$ cat config.mk
export PLATFORM = sky130hd
export DESIGN_NAME = meminit_engine
export DESIGN_NICKNAME = d
export VERILOG_FILES = /design/src/rtl/meminit_pkg.sv /design/src/rtl/meminit_admit.sv /design/src/rtl/meminit_walk.sv /design/src/rtl/meminit_engine.sv
export SDC_FILE = /design/constraint.sdc
export NUM_CORES = 1
export LEC_CHECK = 0
export BUFFER_PORTS_ARGS = -buffer_cell sky130_fd_sc_hd__buf_4
export CORE_ASPECT_RATIO = 0.6
export CORE_MARGIN = 2
export CORE_UTILIZATION = 46
export DETAILED_ROUTE_END_ITERATION = 16
export PLACE_DENSITY = 0.76
export SETUP_SLACK_MARGIN = 0.15
export SLEW_MARGIN = 20
export SYNTH_ARGS = -nofsm -noshare
export SYNTH_HDL_FRONTEND = slang
export SYNTH_SLANG_ARGS = --single-unit
$ cat constraint.sdc
create_clock -name clk -period 2.9 [get_ports clk]
set_clock_uncertainty 0.15 [all_clocks]
set_input_delay 0.725 -clock clk [delete_from_list [all_inputs] [get_ports clk]]
set_output_delay 0.725 -clock clk [all_outputs]
set_load 0.005 [all_outputs]
$ cat src/rtl/meminit_pkg.sv
package meminit_pkg;

    localparam int ADDR_W = 38;
    localparam int FILL_W = 32;

    typedef enum logic [2:0] {
        ERR_NONE  = 3'd0,
        ERR_BUSY  = 3'd1,
        ERR_ALIGN = 3'd2,
        ERR_RANGE = 3'd3,
        ERR_SMALL = 3'd4
    } err_e;

    typedef struct packed {
        logic [ADDR_W-1:0] base;
        logic [5:0]        exp;
        logic              whole;
        logic [FILL_W-1:0] fill;
    } req_t;

    function automatic req_t pack_req(input logic [6:0]        ctrl,
                                      input logic [31:0]       lo,
                                      input logic [5:0]        hi,
                                      input logic [FILL_W-1:0] fill);
        req_t r;
        r.base  = {hi, lo};
        r.exp   = ctrl[5:0];
        r.whole = ctrl[6];
        r.fill  = fill;
        return r;
    endfunction

endpackage

$ cat src/rtl/meminit_admit.sv
module meminit_admit
    import meminit_pkg::*;
#(
    parameter int CAP_LOG2   = 16,
    parameter int BURST_LOG2 = 4
) (
    input  req_t              req,
    input  logic              busy,
    output err_e              err,
    output logic [ADDR_W-1:0] eff_base,
    output logic [5:0]        eff_exp
);
    localparam logic [5:0] CAP_E   = 6'(CAP_LOG2);
    localparam logic [5:0] BURST_E = 6'(BURST_LOG2);

    logic [ADDR_W-1:0] low_mask;

    always_comb begin
        for (int i = 0; i < ADDR_W; i++) begin
            low_mask[i] = (6'(i) < req.exp);
        end
    end

    always_comb begin
        eff_base = req.whole ? '0 : req.base;
        eff_exp  = req.whole ? CAP_E : req.exp;
        if (busy)
            err = ERR_BUSY;
        else if (req.whole)
            err = ERR_NONE;
        else if (req.exp < BURST_E)
            err = ERR_SMALL;
        else if ((req.base & low_mask) != '0)
            err = ERR_ALIGN;
        else if (req.exp > CAP_E || (req.base >> CAP_LOG2) != '0)
            err = ERR_RANGE;
        else
            err = ERR_NONE;
    end

endmodule

$ cat src/rtl/meminit_walk.sv
module meminit_walk
    import meminit_pkg::*;
#(
    parameter int CAP_LOG2   = 16,
    parameter int BURST_LOG2 = 4
) (
    input  logic              clk,
    input  logic              rst,
    input  logic              load,
    input  logic [ADDR_W-1:0] load_base,
    input  logic [5:0]        load_exp,
    input  logic [FILL_W-1:0] load_fill,
    input  logic              wr_ready,
    output logic              busy,
    output logic              done,
    output logic              wr_valid,
    output logic [ADDR_W-1:0] wr_addr,
    output logic [FILL_W-1:0] wr_data
);
    localparam int                CNT_W   = CAP_LOG2 - BURST_LOG2 + 1;
    localparam logic [5:0]        BURST_E = 6'(BURST_LOG2);
    localparam logic [ADDR_W-1:0] STEP    = ADDR_W'(1) << BURST_LOG2;

    logic [CNT_W-1:0] remain;

    always_ff @(posedge clk) begin
        if (rst) begin
            busy    <= 1'b0;
            done    <= 1'b0;
            remain  <= '0;
            wr_addr <= '0;
            wr_data <= '0;
        end else if (load) begin
            busy    <= 1'b1;
            done    <= 1'b0;
            remain  <= CNT_W'(1) << (load_exp - BURST_E);
            wr_addr <= load_base;
            wr_data <= load_fill;
        end else if (busy && wr_ready) begin
            wr_addr <= wr_addr + STEP;
            remain  <= remain - 1'b1;
            if (remain == CNT_W'(1)) begin
                busy <= 1'b0;
                done <= 1'b1;
            end
        end
    end

    assign wr_valid = busy;

endmodule

$ cat src/rtl/meminit_engine.sv
module meminit_engine
    import meminit_pkg::*;
#(
    parameter int CAP_LOG2   = 16,
    parameter int BURST_LOG2 = 4
) (
    input  logic              clk,
    input  logic              rst,
    input  logic              start,
    input  logic [6:0]        cmd_ctrl,
    input  logic [31:0]       cmd_addr_lo,
    input  logic [5:0]        cmd_addr_hi,
    input  logic [31:0]       cmd_fill,
    output logic              resp_valid,
    output logic              resp_accept,
    output logic [2:0]        resp_code,
    output logic              busy,
    output logic              done,
    output logic              wr_valid,
    input  logic              wr_ready,
    output logic [37:0]       wr_addr,
    output logic [31:0]       wr_data
);
    req_t              req;
    err_e              err;
    logic [ADDR_W-1:0] eff_base;
    logic [5:0]        eff_exp;
    logic              load;

    assign req  = pack_req(cmd_ctrl, cmd_addr_lo, cmd_addr_hi, cmd_fill);
    assign load = start && (err == ERR_NONE);

    meminit_admit #(.CAP_LOG2(CAP_LOG2), .BURST_LOG2(BURST_LOG2)) u_admit (
        .req      (req),
        .busy     (busy),
        .err      (err),
        .eff_base (eff_base),
        .eff_exp  (eff_exp)
    );

    meminit_walk #(.CAP_LOG2(CAP_LOG2), .BURST_LOG2(BURST_LOG2)) u_walk (
        .clk       (clk),
        .rst       (rst),
        .load      (load),
        .load_base (eff_base),
        .load_exp  (eff_exp),
        .load_fill (req.fill),
        .wr_ready  (wr_ready),
        .busy      (busy),
        .done      (done),
        .wr_valid  (wr_valid),
        .wr_addr   (wr_addr),
        .wr_data   (wr_data)
    );

    always_ff @(posedge clk) begin
        if (rst) begin
            resp_valid  <= 1'b0;
            resp_accept <= 1'b0;
            resp_code   <= 3'd0;
        end else begin
            resp_valid  <= start;
            resp_accept <= load;
            resp_code   <= start ? err : ERR_NONE;
        end
    end

endmodule

## After elaboration in Yosys (flattened, before gate mapping)

Cells that the tools add are included.
W data, S select, Z words.

- Multiplexer cells: 14
- $lt $le $gt $ge: 40
- Bitwise gates (word level): 2
- $add $sub $neg: 3
- Shift operators: 1
- Equal/unequal tests: 1
- Reductions and logical operators: 12

Operators with widths:

| operator | count |
|---|---|
| $mux W38 | 3 |
| $lt A5 B6 Y1 const A | 16 |
| $reduce_bool A38 Y1 | 2 |
| $lt A4 B6 Y1 const A | 8 |
| $add A38 B5 Y38 const B | 1 |
| $and A38 B38 Y38 | 1 |
| $lt A6 B6 Y1 const A | 6 |
| $mux W13 | 2 |
| $lt A3 B6 Y1 const A | 4 |
| $eq A13 B1 Y1 const B | 1 |
| $shl A1 B6 Y13 const A | 1 |
| $sub A13 B1 Y13 const B | 1 |
| $lt A1 B6 Y1 const A | 2 |
| $lt A2 B6 Y1 const A | 2 |
| $mux W3 | 4 |
| $gt A6 B5 Y1 const B | 1 |
| $lt A6 B3 Y1 const B | 1 |
| $mux W6 | 1 |
| $sub A6 B3 Y6 const B | 1 |
| $reduce_and A2 Y1 | 2 |
| $reduce_bool A2 Y1 | 2 |
| $reduce_or A2 Y1 | 2 |
| $logic_not A3 Y1 | 1 |
| $mux W1 | 3 |
| other kinds (4) | 5 |

- Register bits: 90
- Output and inout port bits: 78
- Logic and storage cells: 81

## Depth between registers and ports, before layout

- Depth after elaboration: 11
- Mapped depth: 12
- Depth with buffers taken out: 9

## Modules after synthesis

A second synthesis with hierarchy kept.

- Cells, all modules: 675
- Area total of the unflattened synthesis: 5506.5 um^2

By module, submodules not included:

| module | instances | area an instance (um^2) | cells each | seq. area each (um^2) |
|---|---|---|---|---|
| meminit_walk | 1 | 4438.0 | 515 | 1701.6 |
| meminit_admit | 1 | 893.4 | 149 | 0.0 |
| meminit_engine | 1 | 175.2 | 11 | 100.1 |

## Least setup slack after synthesis

Ideal clock, no wire load.

- Path kind: input -> register
- Start point: input cmd_ctrl[0]
- End point: register u_walk.wr_data[0]
- Stages on the path: 10
- Arrival time: 2.589 ns
- Path buffers: 3
- Path slack: 0.029 ns
- Cells stage by stage: buf_2 a2111oi_0 nor3_1 a2111oi_1 and3_1 nand4_1 buf_2 buf_2 nand3_1 a21oi_1

- Word-level cells in the longest chain between the ends: 9
- Elaborated cells on any way between the ends: 50
- Those cells by class: 40 x order compare; 5 x mux; 1 x bitwise; 4 x reduce/logical

RTL lines:

| what | line | RTL |
|---|---|---|
| start, declared | meminit_engine.sv:10 | `input logic [6:0] cmd_ctrl,` |
| $lt A1 B6 Y1 (tied with other cells) | meminit_admit.sv:20 | `low_mask[i] = (6'(i) < req.exp);` |
| $and A38 B38 Y38 / $logic_or A1 B1 Y1 (equally long branches) | meminit_admit.sv:33, meminit_admit.sv:35 |  |
| $reduce_bool A38 Y1 / $mux W2 (equally long branches) | meminit_admit.sv:33, meminit_admit.sv:35 |  |
| $mux W3 | meminit_admit.sv:33 | `else if ((req.base & low_mask) != '0)` |
| $mux W3 * | meminit_admit.sv:31 | `else if (req.exp < BURST_E)` |
| $mux W3 * | meminit_admit.sv:29 | `else if (req.whole)` |
| $mux W3 * | meminit_admit.sv:27 | `if (busy)` |
| $logic_not A3 Y1 * | meminit_engine.sv:31 | `assign load = start && (err == ERR_NONE);` |
| $logic_and A1 B1 Y1 * | meminit_engine.sv:31 |  |
| end signal, assigned | meminit_walk.sv:38 | `wr_data <= load_fill;` |
| end, declared | meminit_walk.sv:18 | `output logic [FILL_W-1:0] wr_data` |

Every way passes the cells marked *; elsewhere a longest branch is shown, timed or not.
A chain may end at the register's enable or synchronous reset.

## Final worst setup path

- Start point: input cmd_ctrl[1]
- End point: register u_walk.wr_data[27]

The elaborated chain is that of the path after synthesis.

==> results.tsv <==
stage	metric	value	unit
synthesis	yosysSeqAreaShare	0.366	
cts	clk-insertion-delay-late	340	ps
sta	relSlewSlack	0.449	
synthesis	synth_nets	727	
drt	vias	6051	
floorplanning	core	10500	um2
synthesis	synthArstFlopShare	0	
critical_path	end_kind	flop	
critical_path	critPathBufInv	5	
critical_path	slowest_stage	or3b_4	
cts	htree_levels	3	
final_layout	antennaDiodeCount	0	
synthesis	avgSynthCellArea	7.68	um2
cts	numCtsBuffers	9	
global_route	grt_pass1_wl	26700	um
synthesis	ys_seq_elements	90	
global_route	antenna_found_initial	0	
sta	rsz0062_at_grt	true	
final_layout	fillers	791	
floorplanning	initial_core_util	0.470	
drt	via_per_inst	6.15	
floorplanning	fp.dieW	138	um
placement	port_buffers	158	
cts	cts_root_buf	clkbuf_16	
final_layout	final_cell_mix	buf_4, dfxtp_1, o21ai_0	
critical_path	critPathArrivalTime	2830	ps
drt	drc	0	
power_and_ir_drop	p_total	3010	uW
final_layout	fin_area	7540	um2
critical_path	worstPathRequired	2960	ps
final_layout	final_common_cell	buf_4	
critical_path	worstSetupStartpointType	input port	
sta	worst_slack	129	ps
sta	finalSetupViolations	0	
global_route	met3_usage	0.0664	
sta	worst_slew_pin_slew	827	ps
global_route	met2_usage	0.440	
drt	avgRoutedWirePerCell	19.1	um
critical_path	slowest_delay	430	ps
drt	ant_nets	0	
drt	first_iter_violations	526	
cts	cts_tree	built	
global_route	grt_overflow	0	
power_and_ir_drop	total_leakage_power	0.00298	uW
cts	cts_hold_buf	0	
global_route	track_usage	0.290	
cts	clk_pin_slew_worst_paths	70	ps
floorplanning	num_rows	29	
drt	wl	18800	um
placement	hpwl	12600	um
global_route	use_met1	0.415	
final_layout	nets	925	
floorplanning	io_pins	159	
sta	tns	0	ps
floorplanning	die_area	11600	um2
drt	first_pass_iters	5	
floorplanning	die_y	84.2	um
min_path	hp-class	flop to flop	
sta	hold_violations	0	
synthesis	netlist_area	4930	um2
sta	fin_crit	2770	ps
critical_path	crit_path_frequent_cell	buf_12	
placement	dp_slack	-216	ps
critical_path	path_cells	buf_12 > buf_12 > or3b_4 > a2111oi_4 > nor3b_2 > nor3_2 > buf_4 > nand4_1 > buf_6 > clkbuf_16 > nand3_2 > a21oi_1	
sta	period_share	0.956	
synthesis	postSynthCellCount	642	
synthesis	ys.flop_type	dfxtp_1	
placement	globalplace.congestion	1.00	
power_and_ir_drop	p_per_area	399	nW/um2
sta	drv_slew	0	
cts	cts.sinks	90	
sta	fmax	361	MHz
sta	whs	317	ps
global_route	first_global_vias	5350	
synthesis	ys_warn_count	0	
final_layout	syn_to_final_growth	53.0	%
critical_path	cpLargestDelayFamily	simple AND/OR/NAND/NOR gates	
power_and_ir_drop	ir_drop	0.307	mV
global_route	grt_max_degree	49	
synthesis	synth_enable_flop_cells	0	
global_route	top_usage_layer	met2	
cts	cts_buffer_depth	2	
critical_path	cp_max_fo	8	
synthesis	synthDistinctLibCells	58	
run_status	status	complete, no violations	
final_layout	drive_above_1_share	0.385	
critical_path	crit_type	input port to flop	
placement	dpl_cell_area	6700	um2
flow_run	drv_cap	0	
routing by layer:
layer  vias to the layer above  wire length [um]
met2                       378              8300
li1                       2776                 -
met1                      2857              8270
met3                        40              1890
met4                         0               306
met5                         -                 0
timing repair:
item / CTS / global route
gates cloned: 0 / 9
buffers inserted: 0 / 3
gates resized for setup: 2 / 68
endpoints found under the setup margin: 8 / 83
pin swaps: 2 / 29
through the flow:
stage / utilization / instances
finish: 0.719 / 984
global placement: 0.639 / 956
detailed placement: 0.639 / 956
CTS: 0.669 / 972
global route: 0.719 / 984
floorplan: - / 642
report_power, final:
| group | internal [uW] | total [uW] | switching (uW) |
|---|---|---|---|
| registers | 1270 | 1300 | 29.0 |
| clock network | 692 | 1180 | 485 |
| logic | 254 | 535 | 281 |
synth_stat cells, drive strengths merged (15+ instances only):
library cell / count / area, um2
buf: 28 / 150
o21ai: 59 / 295
nor3: 25 / 125
nor2: 43 / 161
dfxtp: 90 / 1800
inv: 15 / 56.3
a31oi: 18 / 113
nand4: 19 / 119
clkbuf: 24 / 90.1
nand3: 69 / 345
nand2: 44 / 165
a21oi: 56 / 280
nor4: 18 / 125
cells by family (layout without fill, tap and decap cells):
family | after synthesis | count (layout) | synth area share
flops | 90 | 90 | 0.366
fa+ha+maj | 4 | 4 | 0.0102
compound gates | 190 | 190 | 0.240
xor+xnor | 25 | 25 | 0.0444
mux | 1 | 1 | 0.00228
buf+inv | 68 | 271 | 0.0609
simple gates | 264 | 264 | 0.277
cell type report:
| cell class | count | area [um2] | area share |
|---|---|---|---|
| Clock buffer | 12 | 246 | 0.0327 |
| Clock inverter | 4 | 51.3 | 0.00680 |
| Timing Repair Buffer | 239 | 2030 | 0.269 |
| Tap cell | 139 | 174 | 0.0231 |
| Inverter | 16 | 60.1 | 0.00796 |
| Sequential cell | 90 | 1800 | 0.239 |
| Multi-Input combinational cell | 484 | 3180 | 0.422 |
tightest hold or removal path: stages, from the launching register on:
cell,delay (ps)
dfxtp_1,320
nand3_2,50
a21oi_1,50
worst paths after layout:
kind	start	end	slack (ps)	depth (start not counted)
setup / recovery	cmd_ctrl[1]	u_walk.wr_data[27]$_SDFFE_PP0P_	130	12
hold reg to reg	u_walk.wr_data[17]$_SDFFE_PP0P_	u_walk.wr_data[17]$_SDFFE_PP0P_	320	2
hold / removal	u_walk.wr_data[17]$_SDFFE_PP0P_	u_walk.wr_data[17]$_SDFFE_PP0P_	320	2
setup reg to reg	u_walk.wr_addr[13]$_SDFFE_PP0P_	u_walk.wr_addr[34]$_SDFFE_PP0P_	420	8
flip-flops by register name (all words and copies together) (netlist names):
signal and flops:
u_walk.remain 13, u_walk.wr_addr 38, u_walk.busy 1, resp_code 3, u_walk.wr_data 32, resp_accept 1
u_walk.done 1, resp_valid 1
No activity file was read; power rests on OpenSTA's default activity.
